## src/rtl/dmaarb_pkg.sv

```systemverilog
package dmaarb_pkg;
  localparam int MODE_W = 2;
  typedef enum logic [MODE_W-1:0] {
    XM_SINGLE = 2'b00,
    XM_BURST  = 2'b01,
    XM_BLOCK  = 2'b10
  } xfer_mode_e;
endpackage

```

## src/rtl/dmaarb_chan.sv

```systemverilog
module dmaarb_chan
  import dmaarb_pkg::*;
(
  input  logic              clk_i,
  input  logic              rst_ni,
  input  logic              req_i,
  input  logic [MODE_W-1:0] mode_i,
  input  logic              owner_i,
  input  logic              cyc_done_i,
  input  logic              cnt_done_i,
  input  logic              blk_end_i,
  input  logic              we_i,
  input  logic              en_wr_i,
  input  logic              act_wr_i,
  input  logic              ie_wr_i,
  output logic              elig_o,
  output logic              release_o,
  output logic              ending_o,
  output logic              flag_o,
  output logic              irq_o
);
  logic en_q, act_q, ie_q, flag_q, stop_q;
  logic stop_wr, resume, cyc_end, halt_now, cnt_end, set_flag, hold_mode;
  xfer_mode_e mode;

  assign mode     = xfer_mode_e'(mode_i);
  assign stop_wr  = we_i & ~act_wr_i;
  assign resume   = we_i & en_wr_i & act_wr_i;
  assign cyc_end  = owner_i & cyc_done_i;
  assign halt_now = cyc_end & (stop_q | stop_wr);
  assign cnt_end  = cyc_end & cnt_done_i;
  assign ending_o = halt_now | cnt_end;
  assign set_flag = ending_o | (stop_wr & ~owner_i);

  always_comb begin
    case (mode)
      XM_BURST: hold_mode = 1'b1;
      XM_BLOCK: hold_mode = ~blk_end_i;
      default:  hold_mode = 1'b0;
    endcase
  end

  assign release_o = cyc_end & (ending_o | ~hold_mode);
  assign elig_o    = req_i & en_q & act_q & ~flag_q;
  assign flag_o    = flag_q;
  assign irq_o     = flag_q & ie_q;

  always_ff @(posedge clk_i or negedge rst_ni) begin
    if (!rst_ni) begin
      en_q   <= 1'b0;
      act_q  <= 1'b0;
      ie_q   <= 1'b0;
      flag_q <= 1'b0;
      stop_q <= 1'b0;
    end else begin
      if (we_i) begin
        en_q  <= en_wr_i;
        act_q <= act_wr_i;
        ie_q  <= ie_wr_i;
      end
      if (resume)        flag_q <= 1'b0;
      else if (set_flag) flag_q <= 1'b1;
      if (halt_now || resume || !owner_i) stop_q <= 1'b0;
      else if (stop_wr)                   stop_q <= 1'b1;
    end
  end


  cnt_end_flag_chk: assert property (@(posedge clk_i) disable iff (!rst_ni)
    (owner_i && cyc_done_i && cnt_done_i && !we_i) |=> flag_o);

  resume_clr_chk: assert property (@(posedge clk_i) disable iff (!rst_ni)
    (we_i && en_wr_i && act_wr_i) |=> (!flag_o && !irq_o));

  stop_wait_chk: assert property (@(posedge clk_i) disable iff (!rst_ni)
    (owner_i && !cyc_done_i && !flag_o) |=> !flag_o);
endmodule

```

## src/rtl/dmaarb_core.sv

```systemverilog
module dmaarb_core #(
  parameter int NCH = 2
) (
  input  logic           clk_i,
  input  logic           rst_ni,
  input  logic [NCH-1:0] elig_i,
  input  logic [NCH-1:0] release_i,
  input  logic [NCH-1:0] ending_i,
  input  logic           ext_req_i,
  output logic [NCH-1:0] gnt_o,
  output logic           ext_gnt_o
);
  logic [NCH-1:0] gnt_q, last_q, gnt_d, pool, excl, others, pick;
  logic           ext_q, ext_d, busy, free;

  function automatic logic [NCH-1:0] lowest(input logic [NCH-1:0] v);
    logic [NCH-1:0] r;
    r = '0;
    for (int i = NCH - 1; i >= 0; i--) begin
      if (v[i]) r = '0;
      if (v[i]) r[i] = 1'b1;
    end
    return r;
  endfunction

  assign busy   = |gnt_q;
  assign free   = !busy || (|(gnt_q & release_i));
  assign pool   = elig_i & ~ending_i;
  assign excl   = busy ? gnt_q : (ext_q ? last_q : '0);
  assign others = pool & ~excl;
  assign pick   = (|others) ? lowest(others) : lowest(pool);

  always_comb begin
    gnt_d = gnt_q;
    ext_d = 1'b0;
    if (free) begin
      if (ext_req_i && !ext_q) begin
        gnt_d = '0;
        ext_d = 1'b1;
      end else begin
        gnt_d = pick;
      end
    end
  end

  always_ff @(posedge clk_i or negedge rst_ni) begin
    if (!rst_ni) begin
      gnt_q  <= '0;
      ext_q  <= 1'b0;
      last_q <= '0;
    end else begin
      gnt_q <= gnt_d;
      ext_q <= ext_d;
      if (busy) last_q <= gnt_q;
    end
  end

  assign gnt_o     = gnt_q;
  assign ext_gnt_o = ext_q;


  one_owner_chk: assert property (@(posedge clk_i) disable iff (!rst_ni)
    $onehot0({gnt_q, ext_q}));

  hold_gnt_chk: assert property (@(posedge clk_i) disable iff (!rst_ni)
    (busy && !(|(gnt_q & release_i))) |=> $stable(gnt_o));

  ext_one_cyc_chk: assert property (@(posedge clk_i) disable iff (!rst_ni)
    ext_q |=> !ext_q);

  no_inelig_gnt_chk: assert property (@(posedge clk_i) disable iff (!rst_ni)
    (free && !(|pool)) |=> (gnt_o == '0));
endmodule

```

## src/rtl/dma2_arbiter.sv

```systemverilog
module dma2_arbiter
  import dmaarb_pkg::*;
#(
  parameter int NCH = 2
) (
  input  logic                  clk_i,
  input  logic                  rst_ni,
  input  logic [NCH-1:0]        req_i,
  input  logic [NCH*MODE_W-1:0] mode_i,
  input  logic                  ext_req_i,
  input  logic [NCH-1:0]        cyc_done_i,
  input  logic [NCH-1:0]        cnt_done_i,
  input  logic [NCH-1:0]        blk_end_i,
  input  logic [NCH-1:0]        cfg_we_i,
  input  logic [NCH-1:0]        cfg_en_i,
  input  logic [NCH-1:0]        cfg_act_i,
  input  logic [NCH-1:0]        cfg_ie_i,
  output logic [NCH-1:0]        gnt_o,
  output logic                  ext_gnt_o,
  output logic [NCH-1:0]        end_flag_o,
  output logic [NCH-1:0]        irq_o
);
  logic [NCH-1:0] elig, rel, ending, gnt;

  for (genvar k = 0; k < NCH; k++) begin : g_ch
    dmaarb_chan u_chan (
      .clk_i      (clk_i),
      .rst_ni     (rst_ni),
      .req_i      (req_i[k]),
      .mode_i     (mode_i[k*MODE_W +: MODE_W]),
      .owner_i    (gnt[k]),
      .cyc_done_i (cyc_done_i[k]),
      .cnt_done_i (cnt_done_i[k]),
      .blk_end_i  (blk_end_i[k]),
      .we_i       (cfg_we_i[k]),
      .en_wr_i    (cfg_en_i[k]),
      .act_wr_i   (cfg_act_i[k]),
      .ie_wr_i    (cfg_ie_i[k]),
      .elig_o     (elig[k]),
      .release_o  (rel[k]),
      .ending_o   (ending[k]),
      .flag_o     (end_flag_o[k]),
      .irq_o      (irq_o[k])
    );
  end

  dmaarb_core #(.NCH(NCH)) u_core (
    .clk_i     (clk_i),
    .rst_ni    (rst_ni),
    .elig_i    (elig),
    .release_i (rel),
    .ending_i  (ending),
    .ext_req_i (ext_req_i),
    .gnt_o     (gnt),
    .ext_gnt_o (ext_gnt_o)
  );

  assign gnt_o = gnt;
endmodule

```

## config.mk

```make
export PLATFORM = sky130hd
export DESIGN_NAME = dma2_arbiter
export DESIGN_NICKNAME = d
export VERILOG_FILES = /design/src/rtl/dmaarb_pkg.sv /design/src/rtl/dmaarb_chan.sv /design/src/rtl/dmaarb_core.sv /design/src/rtl/dma2_arbiter.sv
export SDC_FILE = /design/constraint.sdc
export NUM_CORES = 1
export LEC_CHECK = 0
export ABC_AREA = 0
export ABC_CLOCK_PERIOD_IN_PS = 2900
export BUFFER_PORTS_ARGS = -buffer_cell sky130_fd_sc_hd__buf_2
export CORE_MARGIN = 5
export CORE_UTILIZATION = 40
export CTS_CLUSTER_SIZE = 8
export DETAILED_ROUTE_END_ITERATION = 8
export GPL_TIMING_DRIVEN = 0
export MAX_ROUTING_LAYER = met4
export PLACE_DENSITY_LB_ADDON = 0.12
export RECOVER_POWER = 100
export SYNTH_ARGS = -nofsm -noshare
export SYNTH_HDL_FRONTEND = slang
export SYNTH_SLANG_ARGS = --single-unit
```

## constraint.sdc

```tcl
create_clock -name clk_i -period 2.9 [get_ports clk_i]
set_input_delay 0.29 -clock clk_i [delete_from_list [all_inputs] [get_ports clk_i]]
set_output_delay 0.29 -clock clk_i [all_outputs]
set_load 0.1 [all_outputs]
```

==> implementation parameters, run 1 <==
Parameter                              Value

Hold path
  Endpoint of the worst hold-timing path ... g_ch[0].u_chan.stop_q$_DFFE_PN0P_
  Worst Hold Depth ... 2
  Hold Startpoint ... cyc_done_i[0]
  Hold Crit Class ... primary input to flip-flop

Placed design
  PortBufs ... 29
  RePlAce Congestion ... 0.7761
  Final HPWL DP ... between 1000 and 1500 µm

Logic synthesis
  Combined area of all synthesized cells ... approximately 830 µm²
  Most area-consuming cells after synthesis ... sky130_fd_sc_hd__dfrtp_1, sky130_fd_sc_hd__mux2_2, sky130_fd_sc_hd__ha_1, sky130_fd_sc_hd__a21oi_1, sky130_fd_sc_hd__buf_4
  Synth cell types ... 24
  Post-Syn Area per Cell ... ~10 µm²
  Ys flop type ... sky130_fd_sc_hd__dfrtp_1
  Mapped Nets ... ~110
  Fraction of synthesized cell area taken by the top area cell type ... 45.39%
  Post-synthesis sequential area ratio ... between 40% and 50%
  EDFF count, synth ... 0
  Warnings, synthesis ... 0
  Number of synthesized register bits ... 15
  Number of standard cells after synthesis ... 82
  Post-synth ARST share ... 100.0%
  Cell taking the most area after synthesis ... sky130_fd_sc_hd__dfrtp_1

Timing
  Final-report hold violation count ... 0
  Period Utilization, post-route ... approximately 70%
  Transition time at the pin with the least slew margin ... 1.163 ns
  Worst-case clock skew ... slightly below 0.004 ns
  Final period demand of the worst path ... between 2 and 2.5 ns
  Final setup fails ... 0
  Hold slack final ... 0.2040 ns
  Unrepaired setup endpoints after global routing ... false
  Worst-case headroom to the max-slew limit ... 22.80%
  Max Freq ... 493.0 MHz
  Fin Setup TNS ... 0 ns
  Number of slew-limit violations in the final report ... 0

Routing
  Initial DRC Count ... 14
  Number of antenna-violating nets in the routed design ... 0
  Final WL ... around 1700 µm
  Routed len/inst ... roughly 12 µm
  Detailed-router iteration count before antenna repair ... 4
  DRC Markers ... 0
  Via-per-instance ratio ... 4.958
  Via count ... a little over 700

Clock network
  Number of gates resized after cts ... 0
  Number of CTS-inserted buffers ... 3
  Worst-Skew Late Latency ... 0.28 ns
  Clock buffer depth ... 2
  Number of clock sinks ... 15
  Clock Pin Slew Worst Setup and Hold Paths ... around 0.08 ns
  Maximum level of the CTS H-tree ... 1
  Cts hold-fix bufs ... 1
  Total setup buffers inserted after CTS ... 0
  Clk Tree Root Cell ... sky130_fd_sc_hd__clkbuf_4
  Clock tree from TritonCTS ... done

Die
  Standard cell core area ... just under 2000 µm²
  Standard-cell row count ... 16
  Die width ... approximately 55 µm
  Initial cell density of the core ... a little over two fifths
  Die outline area ... 3077 µm²
  Die Y-Extent ... between 50 and 60 µm
  I/O pin count ... 30

Global route
  GRT Overall Usage ... about an eighth
  Pin count of the biggest net entering global routing ... 16
  Via count of the first global-routing pass ... slightly above 700
  Number of antenna violations at the first check in global routing ... 0
  Total congestion overflow ... 0
  First-pass GRT wire length ... 3049 µm

Worst setup path
  Number of cells on the worst reg-to-reg path ... 4
  Worst-case register-to-register setup slack ... 1.20 ns
  Critical path depth ... 3
  RR Startpoint ... g_ch[0].u_chan.stop_q$_DFFE_PN0P_
  Buf+Inv Stages, Crit Path ... 2
  Worst endpoint data arrival time ... ~1.7 ns
  Crit-path max cell delay ... between 0.8 and 0.9 ns
  Setup crit start kind ... flip-flop
  Maximum fanout along the worst path ... 4
  Data required time at the worst endpoint ... between 2 and 3 ns
  Endpoint of the most critical register-to-register path ... u_core.gnt_o[0]$_DFFE_PN0P_
  Category of cells accounting for the largest share of critical-path delay ... buffers and inverters
  CP Cell Sequence ... and2_1 > buf_4 > clkbuf_1
  Critical Path Sink Type ... output port
  Crit path max-delay cell type ... sky130_fd_sc_hd__clkbuf_1
  Type of the worst setup path ... flip-flop to output port

Run
  Max-cap viol count ... 0

Final layout
  Fraction of final layout cells sized beyond drive strength 1 ... a little under a third
  Final nets ... between 100 and 150
  Final core utilization ... 52.49%
  FF/Latch Area ... about 380 µm²
  Commonest non-fill, non-tap cell in the layout ... sky130_fd_sc_hd__buf_2
  Number of inserted filler cells in the final layout ... about 220
  Antenna Diode Count ... 0
  P&R area growth vs syn ... 24.51%
  Multi-input gate area ... about 360 µm²
  Leading cell types in the layout, fill and taps excluded ... sky130_fd_sc_hd__buf_2, sky130_fd_sc_hd__dfrtp_1, sky130_fd_sc_hd__inv_1

Pwr
  IR drop worst, VDD ... between 0.2 and 0.3 mV
  Power consumption ... ~0.56 mW
  Static Leakage ... just over 0.5 nW
  Power density over the cells ... between 500 and 600 nW/µm²

Outcome
  Status ... finished, final reports clean
==> cell type report <==
type,count,area share (%)
Clock buffer,4,2.552
Sequential cell,15,36.45
Multi-Input combinational cell,50,35.24
Timing Repair Buffer,30,14.09
Buffer,6,4.374
Tap cell,27,3.281
Inverter,11,4.010
==> sequential cells by signal, summed over array words and instances (netlist names) <==
name,flops
g_ch.u_chan.act_q,2
g_ch.u_chan.en_q,2
g_ch.u_chan.flag_o,2
g_ch.u_chan.ie_q,2
g_ch.u_chan.stop_q,2
u_core.ext_gnt_o,1
u_core.gnt_o,2
u_core.last_q,2
==> kinds of logic (layout without fill, tap and decap cells) <==
kind of cell               after synthesis  after routing  synth area share, %
buffers and inverters                   17             51                10.44
DFF                                     15             15                45.39
AOI/OAI and AO/OA                       20             20                15.28
muxes                                    6              6                8.018
adders and majority gates                4              4                6.052
and+or+nand+nor                         20             20                14.83
==> report_power, final <==
part	internal (mW)	total (mW)	leakage [nW]	switching, mW
clock network	0.0533	0.114	0.0150	0.0602
registers	0.238	0.254	0.185	0.0159
logic	0.0584	0.188	0.318	0.130
==> worst reg2reg max path: cells and delay by family, from the launching register on <==
| family | cells | cell delay, ns |
|---|---|---|
| simple gates | 2 | 0.74 |
| flops | 1 | 0.38 |
| compound gates | 1 | 0.38 |
| mux | 1 | 0.13 |
==> synthesized netlist by cell type, types with 3 or more instances <==
master and instances:
sky130_fd_sc_hd__ha_1 4, sky130_fd_sc_hd__nor3_1 3, sky130_fd_sc_hd__nand2_1 4, sky130_fd_sc_hd__o21ai_0 3
sky130_fd_sc_hd__inv_1 11, sky130_fd_sc_hd__dfrtp_1 15, sky130_fd_sc_hd__mux2_2 5, sky130_fd_sc_hd__nor2b_1 3
sky130_fd_sc_hd__a21oi_1 9, sky130_fd_sc_hd__buf_4 6
==> per-stage QoR <==
stage	worst slack [ns]	area (µm²)	cells
final	0.8715	1030	143
after global routing	0.7803	1030	143
after CTS	1.214	1042	143
after detailed placement	1.095	1006	138
after global placement	1.108	1006	138
after floorplan	1.122	827.0	82
==> worst max path at each step <==
| stage | startpoint | to | slack [ns] |
|---|---|---|---|
| 3_3_place_gp | cfg_we_i[1] | u_core.gnt_o[1]$_DFFE_PN0P_ | 1.11 |
| 4_1_cts | g_ch[0].u_chan.stop_q$_DFFE_PN0P_ | u_core.gnt_o[1]$_DFFE_PN0P_ | 1.21 |
| 3_5_place_dp | cfg_we_i[0] | u_core.gnt_o[1]$_DFFE_PN0P_ | 1.09 |
| 6_report | g_ch[1].u_chan.flag_o$_DFFE_PN0P_ | irq_o[1] | 0.87 |
| 5_1_grt | g_ch[1].u_chan.flag_o$_DFFE_PN0P_ | irq_o[1] | 0.78 |
| 2_1_floorplan | u_core.ext_gnt_o$_DFF_PN0_ | u_core.gnt_o[0]$_DFFE_PN0P_ | 1.12 |
==> layer usage <==
metal	routed length, µm	track usage [%]
met5	0	-
met4	40	6.250
met3	97	3.030
met2	777	18.41
met1	758	16.21
(Power assumes the default switching activity.)
==> run 2, diff against run 1 <==
--- a/config.mk
+++ b/config.mk
@@ -6,7 +6,7 @@
 export NUM_CORES = 1
 export LEC_CHECK = 0
 export ABC_AREA = 0
-export ABC_CLOCK_PERIOD_IN_PS = 2900
+export ABC_CLOCK_PERIOD_IN_PS = 1800
 export BUFFER_PORTS_ARGS = -buffer_cell sky130_fd_sc_hd__buf_2
 export CORE_MARGIN = 5
 export CORE_UTILIZATION = 40
==> constraint.sdc (replaced) <==
create_clock -name clk_i -period 1.8 [get_ports clk_i]
set_input_delay 0.18 -clock clk_i [delete_from_list [all_inputs] [get_ports clk_i]]
set_output_delay 0.18 -clock clk_i [all_outputs]
set_load 0.1 [all_outputs]
==> implementation parameters, run 2 (synthesis results as in run 1) <==
Parameter                              Value

Die
  Die outline area ... 3077 µm²
  Die Y-Extent ... between 50 and 60 µm
  I/O pin count ... 30
  Standard cell core area ... just under 2000 µm²
  Die width ... about 55 µm
  Initial cell density of the core ... a little over two fifths
  Standard-cell row count ... 16

Clock network
  Number of clock sinks ... 15
  Maximum level of the CTS H-tree ... 1
  Clk Tree Root Cell ... sky130_fd_sc_hd__clkbuf_4
  Worst-Skew Late Latency ... approximately 0.28 ns
  Number of CTS-inserted buffers ... 3
  Clock Pin Slew Worst Setup and Hold Paths ... around 0.08 ns
  Clock buffer depth ... 2
  Clock tree from TritonCTS ... done

Placed design
  PortBufs ... 29
  RePlAce Congestion ... slightly below 0.8
  Dpl cells ... 138
  Final HPWL DP ... between 1000 and 1500 µm

Worst setup path
  Crit-path max cell delay ... between 0.4 and 0.5 ns
  Endpoint of the most critical register-to-register path ... u_core.gnt_o[0]$_DFFE_PN0P_
  RR Startpoint ... g_ch[0].u_chan.stop_q$_DFFE_PN0P_
  Data required time at the worst endpoint ... ~2 ns
  CP Cell Sequence ... o311a_1 > or2_4 > or4_1 > mux2i_1
  End point of the critical path ... u_core.gnt_o[0]$_DFFE_PN0P_
  Maximum fanout along the worst path ... 4
  Crit path max-delay cell type ... sky130_fd_sc_hd__or4_1
  Worst-case register-to-register setup slack ... roughly 0.12 ns
  Number of cells on the worst reg-to-reg path ... 4
  Type of the worst setup path ... flip-flop to flip-flop
  Critical Path Sink Type ... flip-flop
  Worst endpoint data arrival time ... roughly 1.9 ns
  Setup crit start kind ... flip-flop
  Crit path launch ... g_ch[0].u_chan.stop_q$_DFFE_PN0P_

Pwr
  Design internal power ... 0.5725 mW
  Share of power burned in combinational logic ... approximately 35%
  Sequential share of power ... roughly 45%
  Power density over the cells ... approximately 870 nW/µm²
  IR drop worst, VDD ... around 0.47 mV
  Switching part of the total power ... between 30% and 40%
  Static Leakage ... around 0.54 nW
  Clock network power share ... approximately a fifth
  Net load switching power ... roughly 0.33 mW

Timing
  Max Freq ... around 600 MHz
  Final setup fails ... 0
  Final-report hold violation count ... 0
  Worst-case clock skew ... roughly 0.0040 ns
  Transition time at the pin with the least slew margin ... 0.8002 ns
  Number of slew-limit violations in the final report ... 0
  Fin Setup TNS ... 0 ns
  Period Utilization, post-route ... between 90 and 100%
  Final period demand of the worst path ... approximately 1.7 ns
  Unrepaired setup endpoints after global routing ... false
  Worst-case headroom to the max-slew limit ... 46.66%

Global route
  GRT Overall Usage ... around 13%
  Via count of the first global-routing pass ... slightly above 700
  Pin count of the biggest net entering global routing ... 16
  Number of antenna violations at the first check in global routing ... 0
  First-pass GRT wire length ... 3049 µm
  Total congestion overflow ... 0

Routing
  Routed len/inst ... roughly 12 µm
  Final WL ... 1669 µm
  Detailed-router iteration count before antenna repair ... 4
  Via count ... ~700
  Number of antenna-violating nets in the routed design ... 0
  DRC Markers ... 0
  Via-per-instance ratio ... about 4.9
  Initial DRC Count ... 13

Final layout
  Commonest non-fill, non-tap cell in the layout ... sky130_fd_sc_hd__buf_2
  Final nets ... between 100 and 150
  P&R area growth vs syn ... 26.02%
  Leading cell types in the layout, fill and taps excluded ... sky130_fd_sc_hd__buf_2, sky130_fd_sc_hd__dfrtp_1, sky130_fd_sc_hd__inv_1
  Antenna Diode Count ... 0
  Number of inserted filler cells in the final layout ... about 210
  Final cell count without fillers ... ~140
  Fraction of final layout cells sized beyond drive strength 1 ... 39.66%

Outcome
  Status ... finished, final reports clean

Hold path
  Hold Crit Class ... primary input to flip-flop

Run
  Max-cap viol count ... 0
==> run 2: changes by cell type in the layout (fill, tap and decap cells not counted) <==
| cell | previous run | this run |
|---|---|---|
| sky130_fd_sc_hd__and3_1 | 1 | 0 |
| sky130_fd_sc_hd__and3_2 | 0 | 1 |
| sky130_fd_sc_hd__clkbuf_1 | 9 | 2 |
| sky130_fd_sc_hd__clkbuf_2 | 0 | 7 |
| sky130_fd_sc_hd__or2_4 | 0 | 1 |
| sky130_fd_sc_hd__or2_0 | 1 | 0 |
==> run 2: critical path: cells and delay by family (launching register included) <==
| family | cells | cell delay (ns) |
|---|---|---|
| flops | 1 | 0.38 |
| compound gates | 1 | 0.38 |
| mux | 1 | 0.13 |
| simple gates | 2 | 0.71 |
==> run 2: power by group through the flow <==
| stage | Combinational, mW | Clock [mW] | Sequential (mW) |
|---|---|---|---|
| CTS | 0.315 | 0.193 | 0.410 |
| finish | 0.312 | 0.183 | 0.410 |
| floorplan | 0.228 | 0 | 0.428 |
| detailed placement | 0.313 | 0 | 0.417 |
| global placement | 0.307 | 0 | 0.415 |
| global route | 0.342 | 0.215 | 0.418 |
==> run 2: how the worst min path moves through the flow <==
stage	startpoint	to	depth (start not counted)
6_report	cyc_done_i[0]	g_ch[0].u_chan.stop_q$_DFFE_PN0P_	2
5_1_grt	cyc_done_i[1]	g_ch[1].u_chan.stop_q$_DFFE_PN0P_	2
4_1_cts	cyc_done_i[0]	g_ch[0].u_chan.stop_q$_DFFE_PN0P_	2
3_5_place_dp	rst_ni	g_ch[0].u_chan.ie_q$_DFFE_PN0P_	1
3_3_place_gp	rst_ni	g_ch[0].u_chan.ie_q$_DFFE_PN0P_	1
2_1_floorplan	rst_ni	g_ch[0].u_chan.act_q$_DFFE_PN0P_	0
==> run 2: final cells by class <==
class / count / area (µm²) / area share (%)
flip-flops and latches: 15 / 375.4 / 36.01
plain buffers: 6 / 45.04 / 4.322
multi-input cells: 50 / 366.6 / 35.17
clock buffers: 4 / 26.28 / 2.521
repair buffers: 30 / 153.9 / 14.77
well taps: 27 / 33.78 / 3.241
inverters: 11 / 41.29 / 3.962
==> run 2: what timing repair did <==
action	CTS	global route
endpoints found under the hold margin	15	0
hold buffers	1	0
setup buffers	0	0
setup endpoints to repair	0	1
resized for setup	0	1
==> run 2: routing by layer <==
| layer | part of all wire (%) | global-route usage, % |
|---|---|---|
| met5 | 0 | - |
| met4 | 2.4 | 6.250 |
| met3 | 4.7 | 3.030 |
| met2 | 47 | 18.41 |
| met1 | 46 | 16.21 |
==> run 2: stage by stage <==
step | area (µm²) | total power, mW | utilization (%) | worst slack [ns] | hold slack (ns)
6_report | 1042 | 0.9047 | 53.13 | 0.1210 | 0.09389
5_1_grt | 1042 | 0.9752 | 53.13 | 0.02061 | 0.07631
4_1_cts | 1042 | 0.9187 | 53.13 | 0.1139 | 0.08634
3_5_place_dp | 1006 | 0.7303 | 51.28 | 0.1048 | 0.1045
3_3_place_gp | 1006 | 0.7227 | 51.28 | 0.1183 | 0.1051
2_1_floorplan | 827.0 | 0.6554 | - | 0.02210 | -0.1156
==> run 3, diff against run 2 <==
--- a/config.mk
+++ b/config.mk
@@ -5,11 +5,12 @@
 export SDC_FILE = /design/constraint.sdc
 export NUM_CORES = 1
 export LEC_CHECK = 0
-export ABC_AREA = 0
+export ABC_AREA = 1
 export ABC_CLOCK_PERIOD_IN_PS = 1800
 export BUFFER_PORTS_ARGS = -buffer_cell sky130_fd_sc_hd__buf_2
 export CORE_MARGIN = 5
 export CORE_UTILIZATION = 40
+export CTS_CLUSTER_DIAMETER = 40
 export CTS_CLUSTER_SIZE = 8
 export DETAILED_ROUTE_END_ITERATION = 8
 export GPL_TIMING_DRIVEN = 0
==> implementation parameters, run 3 <==
Parameter                              Value

Outcome
  Status ... finished, final reports clean

Routing
  Final WL ... ~1900 µm
  Routed len/inst ... 10.09 µm
  DRC Markers ... 0
  Detailed-router iteration count before antenna repair ... 4
  Via-per-instance ratio ... between 4 and 5
  Via count ... 870
  Number of antenna-violating nets in the routed design ... 0
  Initial DRC Count ... 22

Timing
  Max Freq ... between 600 and 700 MHz
  Final period demand of the worst path ... about 1.5 ns
  Worst-case clock skew ... approximately 0.0058 ns
  Hold slack final ... 0.07528 ns
  Final-report hold violation count ... 0
  Unrepaired setup endpoints after global routing ... false
  Period Utilization, post-route ... between 80% and 90%
  Transition time at the pin with the least slew margin ... 0.8024 ns
  Final setup fails ... 0
  Fin Setup TNS ... 0 ns
  Worst-case headroom to the max-slew limit ... between 40% and 50%
  Number of slew-limit violations in the final report ... 0

Worst setup path
  Type of the worst setup path ... flip-flop to output port
  Worst endpoint data arrival time ... 1.37 ns
  Setup crit start kind ... flip-flop
  Crit path launch ... u_core.gnt_o[1]$_DFFE_PN0P_
  Critical Path Sink Type ... output port
  CP Cell Sequence ... buf_4 > clkbuf_2
  RR Startpoint ... u_core.gnt_o[1]$_DFFE_PN0P_
  Buf+Inv Stages, Crit Path ... 2
  Maximum fanout along the worst path ... 7
  Crit path max-delay cell type ... sky130_fd_sc_hd__dfrtp_1
  Data required time at the worst endpoint ... about 1.6 ns
  Category of cells accounting for the largest share of critical-path delay ... buffers and inverters
  Crit-path max cell delay ... between 0.4 and 0.5 ns

Clock network
  Clk Tree Root Cell ... sky130_fd_sc_hd__clkbuf_4
  Total setup buffers inserted after CTS ... 0
  Clock Pin Slew Worst Setup and Hold Paths ... 0.09 ns
  Number of clock sinks ... 15
  Number of CTS-inserted buffers ... 3
  Clock buffer depth ... 2
  Number of gates resized after cts ... 0
  Cts hold-fix bufs ... 1
  Clock tree from TritonCTS ... done
  Maximum level of the CTS H-tree ... 1
  Worst-Skew Late Latency ... roughly 0.28 ns

Pwr
  Static Leakage ... about 0.70 nW
  Power density over the cells ... 778.7 nW/µm²
  IR drop worst, VDD ... ~0.44 mV
  Sequential share of power ... a little under half
  Design internal power ... 0.5571 mW
  Clock network power share ... 21.6%
  Share of power burned in combinational logic ... 33.3%
  Net load switching power ... between 0.3 and 0.4 mW
  Switching part of the total power ... approximately two fifths

Final layout
  Final cell count without fillers ... roughly 190
  Commonest non-fill, non-tap cell in the layout ... sky130_fd_sc_hd__nand2_1
  P&R area growth vs syn ... 18.97%
  Fraction of final layout cells sized beyond drive strength 1 ... approximately 28%
  Antenna Diode Count ... 0
  Final nets ... roughly 190
  Leading cell types in the layout, fill and taps excluded ... sky130_fd_sc_hd__nand2_1, sky130_fd_sc_hd__inv_1, sky130_fd_sc_hd__buf_2

Placed design
  PortBufs ... 29
  RePlAce Congestion ... about 0.8
  Final HPWL DP ... between 1500 and 2000 µm
  Dpl cells ... ~190

Die
  Initial cell density of the core ... between 40% and 50%
  Standard-cell row count ... 17
  Die outline area ... 3528 µm²
  I/O pin count ... 30
  Die Y-Extent ... a little under 60 µm
  Standard cell core area ... about 2300 µm²
  Die width ... between 50 and 60 µm

Logic synthesis
  Fraction of synthesized cell area taken by the top area cell type ... 38.46%
  Number of synthesized register bits ... 15
  Number of standard cells after synthesis ... 130
  Most instantiated cells after synthesis ... sky130_fd_sc_hd__nand2_1, sky130_fd_sc_hd__inv_1, sky130_fd_sc_hd__dfrtp_1
  Post-synth ARST share ... 100.0%
  Warnings, synthesis ... 0
  Most area-consuming cells after synthesis ... sky130_fd_sc_hd__dfrtp_1, sky130_fd_sc_hd__nand2_1, sky130_fd_sc_hd__inv_1, sky130_fd_sc_hd__nor2_1, sky130_fd_sc_hd__ha_1
  EDFF count, synth ... 0
  Most used standard cell by instance count after synthesis ... sky130_fd_sc_hd__nand2_1
  Cell taking the most area after synthesis ... sky130_fd_sc_hd__dfrtp_1
  Combined area of all synthesized cells ... slightly below 1000 µm²
  Post-synthesis sequential area ratio ... between 30% and 40%
  Mapped Nets ... 157
  Synth cell types ... 21
  Post-Syn Area per Cell ... approximately 7.5 µm²
  Ys flop type ... sky130_fd_sc_hd__dfrtp_1

Run
  Max-cap viol count ... 0

Global route
  Total congestion overflow ... 0
  GRT Overall Usage ... roughly 13%
  Number of antenna violations at the first check in global routing ... 0
  First-pass GRT wire length ... 3367 µm
  Via count of the first global-routing pass ... between 800 and 900
  Pin count of the biggest net entering global routing ... 16

Hold path
  Hold Crit Class ... primary input to flip-flop
  Hold Startpoint ... cyc_done_i[1]
## run 3: cell count changes in the layout (fill, tap and decap cells not counted), moves of 5 or more
| cell | before | now |
|---|---|---|
| sky130_fd_sc_hd__nand3_1 | 2 | 7 |
| sky130_fd_sc_hd__nor2_1 | 0 | 15 |
| sky130_fd_sc_hd__inv_1 | 11 | 29 |
| sky130_fd_sc_hd__nand2_1 | 4 | 33 |
| sky130_fd_sc_hd__mux2_2 | 5 | 0 |
## run 3: power by group through the flow
stage	registers, mW	clock network, mW	logic, mW
2_1_floorplan	0.427	0	0.225
5_1_grt	0.414	0.231	0.329
6_report	0.408	0.195	0.301
4_1_cts	0.409	0.205	0.312
3_3_place_gp	0.415	0	0.304
3_5_place_dp	0.416	0	0.309
## run 3: per-stage QoR
step	util, %	power (mW)	worst slack [ns]	cell area [µm²]
6_report	51.02	0.9042	0.2525	1161
5_1_grt	51.02	0.9745	0.1778	1161
4_1_cts	52.39	0.9255	0.2510	1192
3_5_place_dp	50.80	0.7246	0.5831	1156
2_1_floorplan	-	0.6526	0.2174	975.9
3_3_place_gp	50.80	0.7190	0.5814	1156
## run 3: kinds of logic (layout without fill, tap and decap cells)
kind of cell | after synthesis | in the layout | synth area share, %
AND/OR/NAND/NOR | 63 | 63 | 31.28
buffers and inverters | 36 | 70 | 16.28
AO/OA/AOI/OAI | 12 | 12 | 8.846
adder cells (fa/ha/maj) | 4 | 4 | 5.128
flip-flops | 15 | 15 | 38.46
## run 3: layout make-up
cell class	count	area, µm²
Buffer	6	45.04
Multi-Input combinational cell	79	411.6
Sequential cell	15	375.4
Fill cell	240	1115
Timing Repair Buffer	30	153.9
Inverter	30	113.9
Tap cell	28	35.03
Clock buffer	4	26.28
## run 3: final timing paths
check	to	slack, ns	cells past startpoint
worst max-delay path	gnt_o[1]	0.25	2
worst min-delay path	g_ch[1].u_chan.stop_q$_DFFE_PN0P_	0.08	2
worst max register to register	u_core.gnt_o[1]$_DFFE_PN0P_	0.36	6
worst min register to register	g_ch[0].u_chan.en_q$_DFFE_PN0P_	0.48	2
max in group asynchronous	g_ch[1].u_chan.en_q$_DFFE_PN0P_	0.81	2
min in group asynchronous	g_ch[0].u_chan.stop_q$_DFFE_PN0P_	0.49	2
## run 3: layer usage
layer	vias up	global-route usage, %	share of wire (%)
met2	18	21.06	47
met5	-	-	0
met4	0	4.854	1.8
li1	455	-	-
met3	5	2.832	6.2
met1	392	14.87	44
